==> src/rtl/lcdt_pkg.sv <==
package lcdt_pkg;
    typedef enum logic [1:0] {RG_SYNC, RG_BACK, RG_ACTIVE, RG_FRONT} region_e;

    localparam int REG_AW = 3;
    localparam logic [REG_AW-1:0] ADDR_CTRL     = 3'd0;
    localparam logic [REG_AW-1:0] ADDR_POL      = 3'd1;
    localparam logic [REG_AW-1:0] ADDR_HTIM     = 3'd2;
    localparam logic [REG_AW-1:0] ADDR_VTIM     = 3'd3;
    localparam logic [REG_AW-1:0] ADDR_SIZE     = 3'd4;
    localparam logic [REG_AW-1:0] ADDR_IRQ_CFG  = 3'd5;
    localparam logic [REG_AW-1:0] ADDR_IRQ_STAT = 3'd6;
endpackage

==> src/rtl/lcdt_pixdiv.sv <==
module lcdt_pixdiv #(
    parameter int DW = 8
) (
    input  logic          clk,
    input  logic          rst_n,
    input  logic          use_div,
    input  logic [DW-1:0] ratio_m1,
    output logic          ce
);
    logic [DW-1:0] cnt;
    logic          at_end;

    assign at_end = (cnt >= ratio_m1);
    assign ce     = !use_div || at_end;

    always_ff @(posedge clk or negedge rst_n) begin
        if (!rst_n)                 cnt <= '0;
        else if (!use_div || at_end) cnt <= '0;
        else                        cnt <= cnt + 1'b1;
    end
endmodule

==> src/rtl/lcdt_axis.sv <==
module lcdt_axis import lcdt_pkg::*; #(
    parameter int CW = 12
) (
    input  logic          clk,
    input  logic          rst_n,
    input  logic          step,
    input  logic [CW-1:0] sync_m1,
    input  logic [CW-1:0] back_m1,
    input  logic [CW-1:0] act_m1,
    input  logic [CW-1:0] front_m1,
    output region_e       region,
    output logic          last
);
    region_e       nxt;
    logic [CW-1:0] cur_len;
    logic [CW-1:0] cnt;

    always_comb begin
        unique case (region)
            RG_SYNC:   begin cur_len = sync_m1;  nxt = RG_BACK;   end
            RG_BACK:   begin cur_len = back_m1;  nxt = RG_ACTIVE; end
            RG_ACTIVE: begin cur_len = act_m1;   nxt = RG_FRONT;  end
            RG_FRONT:  begin cur_len = front_m1; nxt = RG_SYNC;   end
            default:   begin cur_len = '0;       nxt = RG_SYNC;   end
        endcase
    end

    assign last = step && (cnt >= cur_len);

    always_ff @(posedge clk or negedge rst_n) begin
        if (!rst_n) begin
            region <= RG_SYNC;
            cnt    <= '0;
        end else if (last) begin
            region <= nxt;
            cnt    <= '0;
        end else if (step) begin
            cnt    <= cnt + 1'b1;
        end
    end
endmodule

==> src/rtl/lcdt_regs.sv <==
module lcdt_regs import lcdt_pkg::*; #(
    parameter int PW = 8,
    parameter int SW = 12,
    parameter int DW = 8
) (
    input  logic              clk,
    input  logic              rst_n,
    input  logic              wr_en,
    input  logic [REG_AW-1:0] wr_addr,
    input  logic [31:0]       wr_data,
    input  logic              frame_wrap,
    output logic              out_en,
    output logic              run_f,
    output logic              div_use,
    output logic [DW-1:0]     div_m1,
    output logic [2:0]        pol,
    output logic [SW-1:0]     h_sync_m1, h_back_m1, h_act_m1, h_front_m1,
    output logic [SW-1:0]     v_sync_m1, v_back_m1, v_act_m1, v_front_m1,
    output logic              irq_fen,
    output logic              irq_gen,
    output logic [1:0]        irq_sel,
    output logic              clr_pend
);
    logic [PW-1:0] sh_hs, sh_hb, sh_hf, sh_vs, sh_vb, sh_vf;
    logic [SW-1:0] sh_w, sh_h;
    logic          sh_run;
    logic          unused_wr;

    assign unused_wr = ^wr_data;
    assign clr_pend  = wr_en && (wr_addr == ADDR_IRQ_STAT) && wr_data[0];

    always_ff @(posedge clk or negedge rst_n) begin
        if (!rst_n) begin
            out_en <= 1'b0; sh_run <= 1'b0; div_use <= 1'b0; div_m1 <= '0;
            pol <= '0; irq_fen <= 1'b0; irq_gen <= 1'b0; irq_sel <= '0;
            sh_hs <= '0; sh_hb <= '0; sh_hf <= '0;
            sh_vs <= '0; sh_vb <= '0; sh_vf <= '0;
            sh_w <= '0; sh_h <= '0;
        end else if (wr_en) begin
            case (wr_addr)
                ADDR_CTRL: begin
                    out_en  <= wr_data[0];
                    sh_run  <= wr_data[1];
                    div_use <= wr_data[2];
                    div_m1  <= wr_data[8 +: DW];
                end
                ADDR_POL:  pol <= wr_data[2:0];
                ADDR_HTIM: begin
                    sh_hs <= wr_data[0 +: PW];
                    sh_hb <= wr_data[PW +: PW];
                    sh_hf <= wr_data[2*PW +: PW];
                end
                ADDR_VTIM: begin
                    sh_vs <= wr_data[0 +: PW];
                    sh_vb <= wr_data[PW +: PW];
                    sh_vf <= wr_data[2*PW +: PW];
                end
                ADDR_SIZE: begin
                    sh_w <= wr_data[0 +: SW];
                    sh_h <= wr_data[16 +: SW];
                end
                ADDR_IRQ_CFG: begin
                    irq_fen <= wr_data[0];
                    irq_gen <= wr_data[1];
                    irq_sel <= wr_data[5:4];
                end
                default: ;
            endcase
        end
    end

    // working set, loaded only at a frame wrap
    always_ff @(posedge clk or negedge rst_n) begin
        if (!rst_n) begin
            run_f <= 1'b0;
            h_sync_m1 <= '0; h_back_m1 <= '0; h_act_m1 <= '0; h_front_m1 <= '0;
            v_sync_m1 <= '0; v_back_m1 <= '0; v_act_m1 <= '0; v_front_m1 <= '0;
        end else if (frame_wrap) begin
            run_f      <= sh_run;
            h_sync_m1  <= SW'(sh_hs);
            h_back_m1  <= SW'(sh_hb);
            h_act_m1   <= sh_w;
            h_front_m1 <= SW'(sh_hf);
            v_sync_m1  <= SW'(sh_vs);
            v_back_m1  <= SW'(sh_vb);
            v_act_m1   <= sh_h;
            v_front_m1 <= SW'(sh_vf);
        end
    end
endmodule

==> src/rtl/lcdt_irq.sv <==
module lcdt_irq (
    input  logic       clk,
    input  logic       rst_n,
    input  logic       ev_vs,
    input  logic       ev_act,
    input  logic       ev_fp,
    input  logic [1:0] sel,
    input  logic       clr,
    input  logic       fen,
    input  logic       gen,
    output logic       pend,
    output logic       irq
);
    logic ev;

    always_comb begin
        unique case (sel)
            2'd0:    ev = ev_vs;
            2'd1:    ev = ev_act;
            2'd2:    ev = ev_fp;
            default: ev = 1'b0;
        endcase
    end

    always_ff @(posedge clk or negedge rst_n) begin
        if (!rst_n)   pend <= 1'b0;
        else if (ev)  pend <= 1'b1;
        else if (clr) pend <= 1'b0;
    end

    assign irq = pend && fen && gen;
endmodule

==> src/rtl/lcd_raster_gen.sv <==
module lcd_raster_gen import lcdt_pkg::*; #(
    parameter int PW = 8,
    parameter int SW = 12,
    parameter int DW = 8
) (
    input  logic        clk,
    input  logic        rst_n,
    input  logic        wr_en,
    input  logic [2:0]  wr_addr,
    input  logic [31:0] wr_data,
    output logic        pix_ce,
    output logic        hsync,
    output logic        vsync,
    output logic        de,
    output logic        irq
);
    logic          out_en, run_f, div_use, irq_fen, irq_gen, clr_pend, pend;
    logic [DW-1:0] div_m1;
    logic [2:0]    pol;
    logic [1:0]    irq_sel;
    logic [SW-1:0] h_sync_m1, h_back_m1, h_act_m1, h_front_m1;
    logic [SW-1:0] v_sync_m1, v_back_m1, v_act_m1, v_front_m1;
    region_e       h_region, v_region;
    logic          h_last, v_last, h_wrap, frame_wrap;
    logic          vis, hs_raw, vs_raw, de_raw;

    lcdt_regs #(.PW(PW), .SW(SW), .DW(DW)) regs_i (
        .clk(clk), .rst_n(rst_n), .wr_en(wr_en), .wr_addr(wr_addr),
        .wr_data(wr_data), .frame_wrap(frame_wrap),
        .out_en(out_en), .run_f(run_f), .div_use(div_use), .div_m1(div_m1),
        .pol(pol),
        .h_sync_m1(h_sync_m1), .h_back_m1(h_back_m1),
        .h_act_m1(h_act_m1), .h_front_m1(h_front_m1),
        .v_sync_m1(v_sync_m1), .v_back_m1(v_back_m1),
        .v_act_m1(v_act_m1), .v_front_m1(v_front_m1),
        .irq_fen(irq_fen), .irq_gen(irq_gen), .irq_sel(irq_sel),
        .clr_pend(clr_pend)
    );

    lcdt_pixdiv #(.DW(DW)) div_i (
        .clk(clk), .rst_n(rst_n), .use_div(div_use), .ratio_m1(div_m1),
        .ce(pix_ce)
    );

    lcdt_axis #(.CW(SW)) h_axis_i (
        .clk(clk), .rst_n(rst_n), .step(pix_ce),
        .sync_m1(h_sync_m1), .back_m1(h_back_m1),
        .act_m1(h_act_m1), .front_m1(h_front_m1),
        .region(h_region), .last(h_last)
    );

    assign h_wrap = h_last && (h_region == RG_FRONT);

    lcdt_axis #(.CW(SW)) v_axis_i (
        .clk(clk), .rst_n(rst_n), .step(h_wrap),
        .sync_m1(v_sync_m1), .back_m1(v_back_m1),
        .act_m1(v_act_m1), .front_m1(v_front_m1),
        .region(v_region), .last(v_last)
    );

    assign frame_wrap = v_last && (v_region == RG_FRONT);

    lcdt_irq irq_i (
        .clk(clk), .rst_n(rst_n),
        .ev_vs(frame_wrap),
        .ev_act(v_last && (v_region == RG_BACK)),
        .ev_fp(v_last && (v_region == RG_ACTIVE)),
        .sel(irq_sel), .clr(clr_pend), .fen(irq_fen), .gen(irq_gen),
        .pend(pend), .irq(irq)
    );

    assign vis    = out_en && run_f;
    assign hs_raw = vis && (h_region == RG_SYNC);
    assign vs_raw = vis && (v_region == RG_SYNC);
    assign de_raw = vis && (h_region == RG_ACTIVE) && (v_region == RG_ACTIVE);

    assign hsync = hs_raw ^ pol[0];
    assign vsync = vs_raw ^ pol[1];
    assign de    = de_raw ^ pol[2];
endmodule

==> config.mk <==
export PLATFORM = sky130hd
export DESIGN_NAME = lcd_raster_gen
export DESIGN_NICKNAME = d
export VERILOG_FILES = /design/src/rtl/lcdt_pkg.sv /design/src/rtl/lcdt_pixdiv.sv /design/src/rtl/lcdt_axis.sv /design/src/rtl/lcdt_regs.sv /design/src/rtl/lcdt_irq.sv /design/src/rtl/lcd_raster_gen.sv
export SDC_FILE = /design/constraint.sdc
export NUM_CORES = 1
export LEC_CHECK = 0
export CAP_MARGIN = 5
export CORE_UTILIZATION = 45
export DETAILED_ROUTE_END_ITERATION = 6
export PLACE_DENSITY = 0.64
export SYNTH_ARGS = -nofsm -noshare
export SYNTH_HDL_FRONTEND = slang
export SYNTH_SLANG_ARGS = --single-unit
export TNS_END_PERCENT = 5
==> constraint.sdc <==
create_clock -name clk -period 9.45 [get_ports clk]
set_clock_uncertainty 0.1 [all_clocks]
set_input_delay 1.4175 -clock clk [delete_from_list [all_inputs] [get_ports clk]]
set_output_delay 1.4175 -clock clk [all_outputs]
set_load 0.02 [all_outputs]
# Word level (Yosys, flattened, before mapping)
# Index checks and enable logic that the tools add are counted.
# Widths: inputs -> output; s select.
[totals]
ff_bits = 200
input_bits = 38
output_inout_bits = 5
elab_cells = 96
[op_classes]
addsub = 3
magnitude_cmp = 3
n_eq_ne = 14
n_mux = 12
bitwise_logic = 3
n_reduce_logical = 30
[ops]
columns = ["operator", "count"]
rows = [
  ["$pmux 12 s4", 2],
  ["$mux 12", 4],
  ["$add 12x1->12 const B", 2],
  ["$ge 12x12->1", 2],
  ["$pmux 2 s4", 2],
  ["$logic_and 1x1->1", 15],
  ["$reduce_and 2->1", 6],
  ["$eq 2x2->1 const B", 5],
  ["$eq 3x3->1 const B", 3],
  ["$add 8x1->8 const B", 1],
  ["$ge 8x8->1", 1],
  ["$mux 8", 1],
  ["$eq 2x1->1 const B", 3],
  ["$eq 3x2->1 const B", 2],
  ["$logic_not 2->1", 3],
  ["$reduce_bool 2->1", 3],
  ["$eq 3x1->1 const B", 1],
  ["$logic_not 3->1", 1],
  ["$pmux 1 s3", 1],
  ["$xor 1x1->1", 3],
  ["$mux 1", 2],
  ["$logic_not 1->1", 1],
  ["$logic_or 1x1->1", 1],
]

# Logic depth before layout (Yosys ltp)
# Gate-level depths: netlist of the first run.
[depth]
word_depth = 9
depth_mapped = 15
ltp_nobuf = 12

# By module
# From an unflattened synthesis of the first run, not the netlist that was laid out.
[unflattened]
cells_unflattened = 747
area_unflattened_um2 = 9669.3
[by_module_without_submodules]
columns = ["module", "n_inst", "cells_per_inst", "area_each_um2", "seq_area_each_um2"]
rows = [
  ["lcdt_regs", 1, 377, 6481.2, 4078.9],
  ["lcdt_axis at v_axis_i", 1, 149, 1251.2, 350.3],
  ["lcdt_axis at h_axis_i", 1, 145, 1244.9, 350.3],
  ["lcdt_pixdiv", 1, 56, 545.5, 200.2],
  ["lcd_raster_gen", 1, 14, 85.1, 0.0],
  ["lcdt_irq", 1, 6, 61.3, 25.0],
]

# Worst setup path after synthesis of the first run
# No wires, ideal clock.
[synth_timing]
kind = "reg2reg"
start = "reg v_axis_i.region[0]"
end = "reg regs_i.h_front_m1[0]"
setup_ps = 125
arrival_time_ps = 3252
required_time_ps = 9225
setup_slack_ps = 5973
stages_incl_launch_ff = 16
path_buffers = 3
period_less_slack_ps = 3477
path_cell_list = "dfrtp_1 > inv_1 > ha_1 > clkbuf_1 > a222oi_1 > nand2_1 > o21ai_0 > ha_1 > nand2_1 > o21ai_0 > a21oi_1 > o21a_1 > buf_2 > nor4_4 > buf_6 > mux2_2"
[synth_via]
elab_chain_cells = 5
elab_cells_between_ends = 8
classes_between = "order compare: 1; eq/ne: 3; mux: 1; reduce/logical: 3"
[synth_lines]
columns = ["element", "line", "source"]
rows = [
  ["start: declaration", "lcdt_axis.sv:11", "output region_e region,"],
  ["start signal: assignment", "lcdt_axis.sv:35", "region <= nxt;"],
  ["$eq 2x2->1 (tied with other cells)", "lcdt_axis.sv:19, lcd_raster_gen.sv:61", ""],
  ["$pmux 12 s4", "lcdt_axis.sv:19", "unique case (region)"],
  ["$ge 12x12->1", "lcdt_axis.sv:28", "assign last = step && (cnt >= cur_len);"],
  ["$logic_and 1x1->1", "lcdt_axis.sv:28", ""],
  ["$logic_and 1x1->1 *", "lcd_raster_gen.sv:61", "assign frame_wrap = v_last && (v_region == RG_FRONT);"],
  ["end signal: assignment", "lcdt_regs.sv:83", "h_front_m1 <= SW'(sh_hf);"],
  ["end: declaration", "lcdt_regs.sv:17", "output logic [SW-1:0] h_sync_m1, h_back_m1, h_act_m1, h_front_m1,"],
]
# Mark *: on every way between the ends. The rest lies on a longest branch, timed or not.
# A chain may end at the register's enable or synchronous reset.

# Final worst setup path of the first run
[layout_timing]
start = "reg div_i.cnt[0]"
end = "out pix_ce"
[layout_via]
elab_chain_cells = 2
[layout_lines]
columns = ["element", "line", "source"]
rows = [
  ["start: declaration", "lcdt_pixdiv.sv:10", "logic [DW-1:0] cnt;"],
  ["start signal: assignment", "lcdt_pixdiv.sv:19", "else cnt <= cnt + 1'b1;"],
  ["$ge 8x8->1", "lcdt_pixdiv.sv:13", "assign at_end = (cnt >= ratio_m1);"],
  ["$logic_or 1x1->1", "lcdt_pixdiv.sv:14", "assign ce = !use_div || at_end;"],
  ["end: declaration", "lcd_raster_gen.sv:11", "output logic pix_ce,"],
]
# No other way between the ends.

==> reports/qor.csv, run 1 <==
metric;value;unit
largest buffer count on any clock path;2;
crit path kind;reg2out;
First-pass DRT Iterations;7;
status;finished clean;
Post-Syn Area;9270;um2
Final HPWL DP;13300;um
VDD IR max;0.135;mV
vias in the first global route;6245;
final hold vios;0;
# clock sinks;200;
Total Negative Setup Slacks;0;ns
Crit-path slowest cell;clkdlybuf4s50_1;
final worst path period need;4.82;ns
Cells after Synth;737;
CP Max Fanout;21;
Post-CTS Setup Inserts;0;
Sequential cell area;5000;um2
Max Clk Rate;0.208;GHz
Mapped Nets;823;
cts repair resizes;0;
Critical Path RT;7.93;ns
CTS Buf Count;17;
detailed router's first-iteration violation count;516;
buffer and inverter count on the worst path;3;
full die area;21200;um2
row count;52;
CTS hold repair buffers;0;
GRT Total Usage;0.202;
Final nets;850;
register share of total power;0.435;
IO Port Bufs;38;
vias per cell;5.63;
Relative slew margins;0.317;
final total power;2.41;mW
FFs w/ async S/R, synth;1.00;
Sw Share;0.329;
via count;5887;
largest net degree at the start of global routing;128;
syn_area_per_cell;12.6;um2
routed len/inst;19.1;um
Initial Util;0.458;
fill count;1712;
library cells used by synthesis;43;
Synth Flop Type;dfrtp_1;
Sw Pwr;0.794;mW
DRT Wirelength;20000;um
P_int;1.62;mW
Max Cap Viol;0;
share of cells above drive strength 1;0.250;
n_diodes;0;
htree depth;4;
Yosys warning count;0;
combinational share of power;0.262;
Setup Viol. Count Final;0;
Max Slew Vio Count;0;
DR DRC count;0;
CP Capture Type;primary output;
Top delay family on crit path;buffers and inverters;
CP Data Arrival Time;3.30;ns
Core Box Area;20200;um2
total grt overflow;0;
Boundary Pins;43;
Yosys reg bits;200;
Setup crit start kind;flip-flop;
min-delay worst type;reg2reg;
EDFF count, synth;0;
Die W;146;um
CTS tree;yes;
CP Cell Sequence;inv_1 > ha_1 > nor3b_1 > o21a_1 > o21a_1 > inv_1 > clkdlybuf4s50_1;
gpl congestion;0.808;
Die H;146;um
Tcrit/Tclk final;0.510;
Least-Margin Pin Slew;1.02;ns
Multi-input gate area;3970;um2
Post-DRT Antenna Nets;0;
root buffer cell;clkbuf_16;
Max stage delay on crit path;0.68;ns
RSZ-0062 raised after global routing;false;
Clk pin slew, worst setup/hold paths;0.07;ns
Clk network pwr share;0.303;
Lkg Pwr;4.82;nW
initial antenna violation count;0;
Layout area overhead;12.7;%
power density over the cells;231;nW/um2
first-pass GRT wire length;33300;um
clk_lat worst skew;0.44;ns
Seq/Total Area, Yosys;0.540;
## power by group through the flow
stage / Combinational [mW] / Sequential (mW) / Clock, mW
final: 0.632 / 1.05 / 0.730
after global placement: 0.605 / 1.05 / 0
after global routing: 0.715 / 1.07 / 0.785
after floorplan: 0.451 / 1.04 / 0
after detailed placement: 0.629 / 1.06 / 0
after CTS: 0.635 / 1.05 / 0.746
## worst paths after layout
kind / from / cells past startpoint / end / slack [ns]
worst max-delay path: div_i.cnt[0] / 7 / pix_ce / 4.63
worst min register to register: regs_i.v_back_m1[6] / 1 / regs_i.v_back_m1[6] / 0.39
min in group asynchronous: rst_n / 1 / h_axis_i.cnt[10] / 1.04
worst max register to register: h_axis_i.region[0] / 13 / regs_i.v_back_m1[7] / 4.77
worst min-delay path: regs_i.v_back_m1[6] / 1 / regs_i.v_back_m1[6] / 0.39
max in group asynchronous: rst_n / 2 / regs_i.sh_hs[4] / 6.68
## sequential cells by signal (all words and copies together) (netlist names), 12 cells and up
name / cells
h_axis_i.cnt: 12
regs_i.h_act_m1: 12
regs_i.sh_h: 12
regs_i.sh_w: 12
regs_i.v_act_m1: 12
v_axis_i.cnt: 12
## placed cells by master (no fill, tap or decap), types with 4 or more instances in the layout
| cell | n |
|---|---|
| o2bb2ai_1 | 5 |
| mux2_2 | 153 |
| xor2_1 | 5 |
| buf_4 | 6 |
| a222oi_1 | 16 |
| and3_1 | 13 |
| xnor2_1 | 4 |
| a21oi_1 | 20 |
| ha_1 | 48 |
| nand2_1 | 45 |
| o21ai_0 | 38 |
| o22ai_1 | 5 |
| dfrtp_1 | 200 |
| nand2b_1 | 6 |
| nand3_1 | 20 |
| a22o_1 | 8 |
| nor3_1 | 4 |
| nor2b_1 | 8 |
| clkbuf_16 | 17 |
| inv_1 | 29 |
| o21a_1 | 4 |
| a21o_1 | 4 |
| mux2_1 | 6 |
| clkdlybuf4s50_1 | 37 |
| nand4_1 | 9 |
| a211oi_1 | 6 |
| nor2_1 | 21 |
| clkbuf_8 | 4 |
## through the flow
stage	setup WS, ns	hold WS, ns	utilization	cell area, um2	instances
after floorplan	5.97	0.352	-	9270	737
after global placement	4.88	0.370	0.487	9850	1015
after detailed placement	4.81	0.375	0.487	9850	1015
after CTS	4.59	0.391	0.516	10400	1046
after global routing	4.36	0.408	0.516	10400	1046
final	4.63	0.389	0.516	10400	1046
## cells in the mapped netlist, types with 2 or more instances
cell / n / share of area
nand2_1: 45 / 0.018
nand4_1: 9 / 0.0061
o211ai_1: 3 / 0.0024
o31ai_1: 2 / 0.0016
dfrtp_1: 200 / 0.54
o2bb2ai_1: 5 / 0.0047
xnor2_1: 4 / 0.0038
mux2_1: 6 / 0.0073
o21a_1: 4 / 0.0032
inv_1: 29 / 0.012
nand2b_1: 6 / 0.0041
nor2b_1: 9 / 0.0061
o21ai_0: 38 / 0.021
a211oi_1: 6 / 0.0049
xor2_1: 5 / 0.0047
clkbuf_1: 23 / 0.0093
a21oi_1: 20 / 0.011
a21o_1: 4 / 0.0032
buf_2: 3 / 0.0016
buf_6: 7 / 0.0085
nor3b_1: 2 / 0.0016
buf_1: 3 / 0.0012
ha_1: 48 / 0.065
or4_1: 2 / 0.0016
nand3_1: 20 / 0.011
nor2_1: 21 / 0.0085
a22o_1: 8 / 0.0076
a222oi_1: 16 / 0.017
nand4b_1: 2 / 0.0019
nor3_1: 6 / 0.0032
o22ai_1: 5 / 0.0034
and3_1: 13 / 0.0088
mux2_2: 153 / 0.19
## metal layers
layer / global-route usage / routed length [um] / part of all wire / vias to the layer above
li1: - / - / - / 2727
met5: 0 / 0 / 0 / -
met4: 0.0605 / 309 / 0.015 / 0
met2: 0.331 / 9760 / 0.49 / 142
met1: 0.274 / 9010 / 0.45 / 2990
met3: 0.0386 / 879 / 0.044 / 28
## logic make-up after synthesis
group,count (synthesis),synth area share
flip-flops,200,0.540
multiplexers,160,0.194
AND/OR/NAND/NOR,139,0.0755
AO/OA/AOI/OAI,116,0.0844
buffers and inverters,65,0.0324
adder cells (fa/ha/maj),48,0.0648
XOR/XNOR,9,0.00851
## cell type report
| type | count | share of cell area |
|---|---|---|
| timing repair buffer | 44 | 0.0411 |
| tap | 270 | 0.0323 |
| inverter | 29 | 0.0104 |
| sequential | 200 | 0.479 |
| clock inverter | 9 | 0.0111 |
| clock buffer | 22 | 0.0454 |
| multi-input combinational | 472 | 0.380 |
Power figures use the tool's default switching activity.
==> run 2, diff against run 1 <==
--- a/config.mk
+++ b/config.mk
@@ -8,7 +8,7 @@
 export CAP_MARGIN = 5
 export CORE_UTILIZATION = 45
 export DETAILED_ROUTE_END_ITERATION = 6
-export PLACE_DENSITY = 0.64
+export PLACE_DENSITY = 0.67
 export SYNTH_ARGS = -nofsm -noshare
 export SYNTH_HDL_FRONTEND = slang
 export SYNTH_SLANG_ARGS = --single-unit
==> constraint.sdc (replaced) <==
create_clock -name clk -period 4.2 [get_ports clk]
set_clock_uncertainty 0.1 [all_clocks]
set_input_delay 0.63 -clock clk [delete_from_list [all_inputs] [get_ports clk]]
set_output_delay 0.63 -clock clk [all_outputs]
set_load 0.02 [all_outputs]
==> reports/qor.csv, run 2 (synthesis results as in run 1) <==
metric;value;unit
Layout area overhead;14.0;%
combinational share of power;0.276;
commonest non-fill, non-tap cell in the layout;dfrtp_1;
Clk network pwr share;0.301;
total grt overflow;0;
GRT Total Usage;0.207;
Least-Margin Pin Slew;0.873;ns
Clk pin slew, worst setup/hold paths;0.07;ns
CP Capture Type;flip-flop;
register share of total power;0.423;
largest buffer count on any clock path;2;
final hold vios;0;
largest net degree at the start of global routing;107;
FF-to-FF path depth;13;
detailed router's first-iteration violation count;548;
clk_lat worst skew;0.44;ns
DR DRC count;10;
share of cells above drive strength 1;0.262;
Sw Pwr;1.90;mW
Max Cap Viol;0;
Boundary Pins;43;
gpl congestion;0.838;
Lkg Pwr;4.87;nW
Die W;146;um
most frequent cells in the layout;200 x dfrtp_1, 153 x mux2_2, 48 x ha_1;
first-pass GRT wire length;33900;um
htree depth;4;
Total Negative Setup Slacks;0;ns
# clock sinks;200;
Post-DRT Antenna Nets;0;
routed len/inst;19.5;um
Max Clk Rate;0.257;GHz
CTS hold repair buffers;0;
P_int;3.68;mW
CTS Buf Count;17;
via count;6050;
status;finished, violations left;
Final nets;859;
Max Slew Vio Count;0;
min-delay worst type;in2async;
VDD IR max;0.321;mV
Setup Viol. Count Final;0;
n_diodes;0;
post-route insts no fill;1056;
final total power;5.59;mW
vias in the first global route;6359;
DP Cell Count;1024;
fill count;1683;
crit path kind;reg2reg;
row count;52;
root buffer cell;clkbuf_16;
CTS tree;yes;
CP Max Fanout;57;
Post-CTS Setup Inserts;0;
Relative slew margins;0.418;
IO Port Bufs;38;
Critical Path RT;4.43;ns
Core Box Area;20200;um2
CP Data Arrival Time;4.12;ns
Setup crit start kind;flip-flop;
cts repair resizes;0;
RSZ-0062 raised after global routing;false;
Die H;146;um
Sw Share;0.341;
First-pass DRT Iterations;7;
full die area;21200;um2
Initial Util;0.458;
final worst path period need;3.89;ns
Final HPWL DP;14000;um
Tcrit/Tclk final;0.926;
vias per cell;5.73;
power density over the cells;529;nW/um2
DRT Wirelength;20600;um
failing checks;DRC;
initial antenna violation count;0;
-- run 2: routing by layer --
metal  wire length [um]  GRT usage  part of all wire
met4                440     0.0716             0.021
met1               9300      0.273              0.45
met2              10100      0.341              0.49
met3                759     0.0408             0.037
met5                  0          0                 0
-- run 2: layout make-up --
| class | count | area, um2 | area share |
|---|---|---|---|
| clock inverters | 15 | 191 | 0.0181 |
| inverters | 29 | 109 | 0.0103 |
| clock buffers | 17 | 425 | 0.0403 |
| well taps | 270 | 338 | 0.0320 |
| flip-flops and latches | 200 | 5000 | 0.474 |
| multi-input cells | 472 | 3970 | 0.376 |
| repair buffers | 53 | 522 | 0.0494 |
-- run 2: power by group through the flow --
stage	Combinational, mW	Clock, mW	Sequential (mW)
2_1_floorplan	1.01	0	2.33
4_1_cts	1.55	1.71	2.36
5_1_grt	1.70	1.79	2.40
3_5_place_dp	1.53	0	2.40
6_report	1.54	1.68	2.36
3_3_place_gp	1.45	0	2.38
-- run 2: worst paths after layout --
check                      slack [ns]                    to                from
max                              0.31  regs_i.v_front_m1[7]  h_axis_i.region[0]
min                              0.19       regs_i.sh_h[10]               rst_n
max reg2reg                      0.31  regs_i.v_front_m1[7]  h_axis_i.region[0]
min reg2reg                      0.40   regs_i.v_back_m1[5]     regs_i.sh_vb[5]
max in group asynchronous        2.87       h_axis_i.cnt[5]               rst_n
min in group clk                 0.40   regs_i.v_back_m1[5]     regs_i.sh_vb[5]
-- run 2: stage by stage --
step                hold slack, ns  utilization  area [um2]  setup WS [ns]
finish                       0.188        0.522       10600          0.309
floorplan                    0.234            -        9270          0.723
global route                 0.254        0.522       10600         0.0415
global placement             0.371        0.492        9950          0.471
detailed placement           0.380        0.492        9950          0.349
CTS                          0.231        0.522       10600          0.325
-- run 2: worst max-delay path: stages, from the launching register on --
cell      delay (ns)
dfrtp_1         0.41
inv_1           0.13
ha_1            0.59
a222oi_1        0.19
nand2_1         0.10
o21ai_0         0.16
ha_1            0.35
nand2_1         0.06
o21a_1          0.19
o221ai_1        0.26
a21oi_2         0.11
nor4_4          0.36
buf_12          0.34
mux2_2          0.38
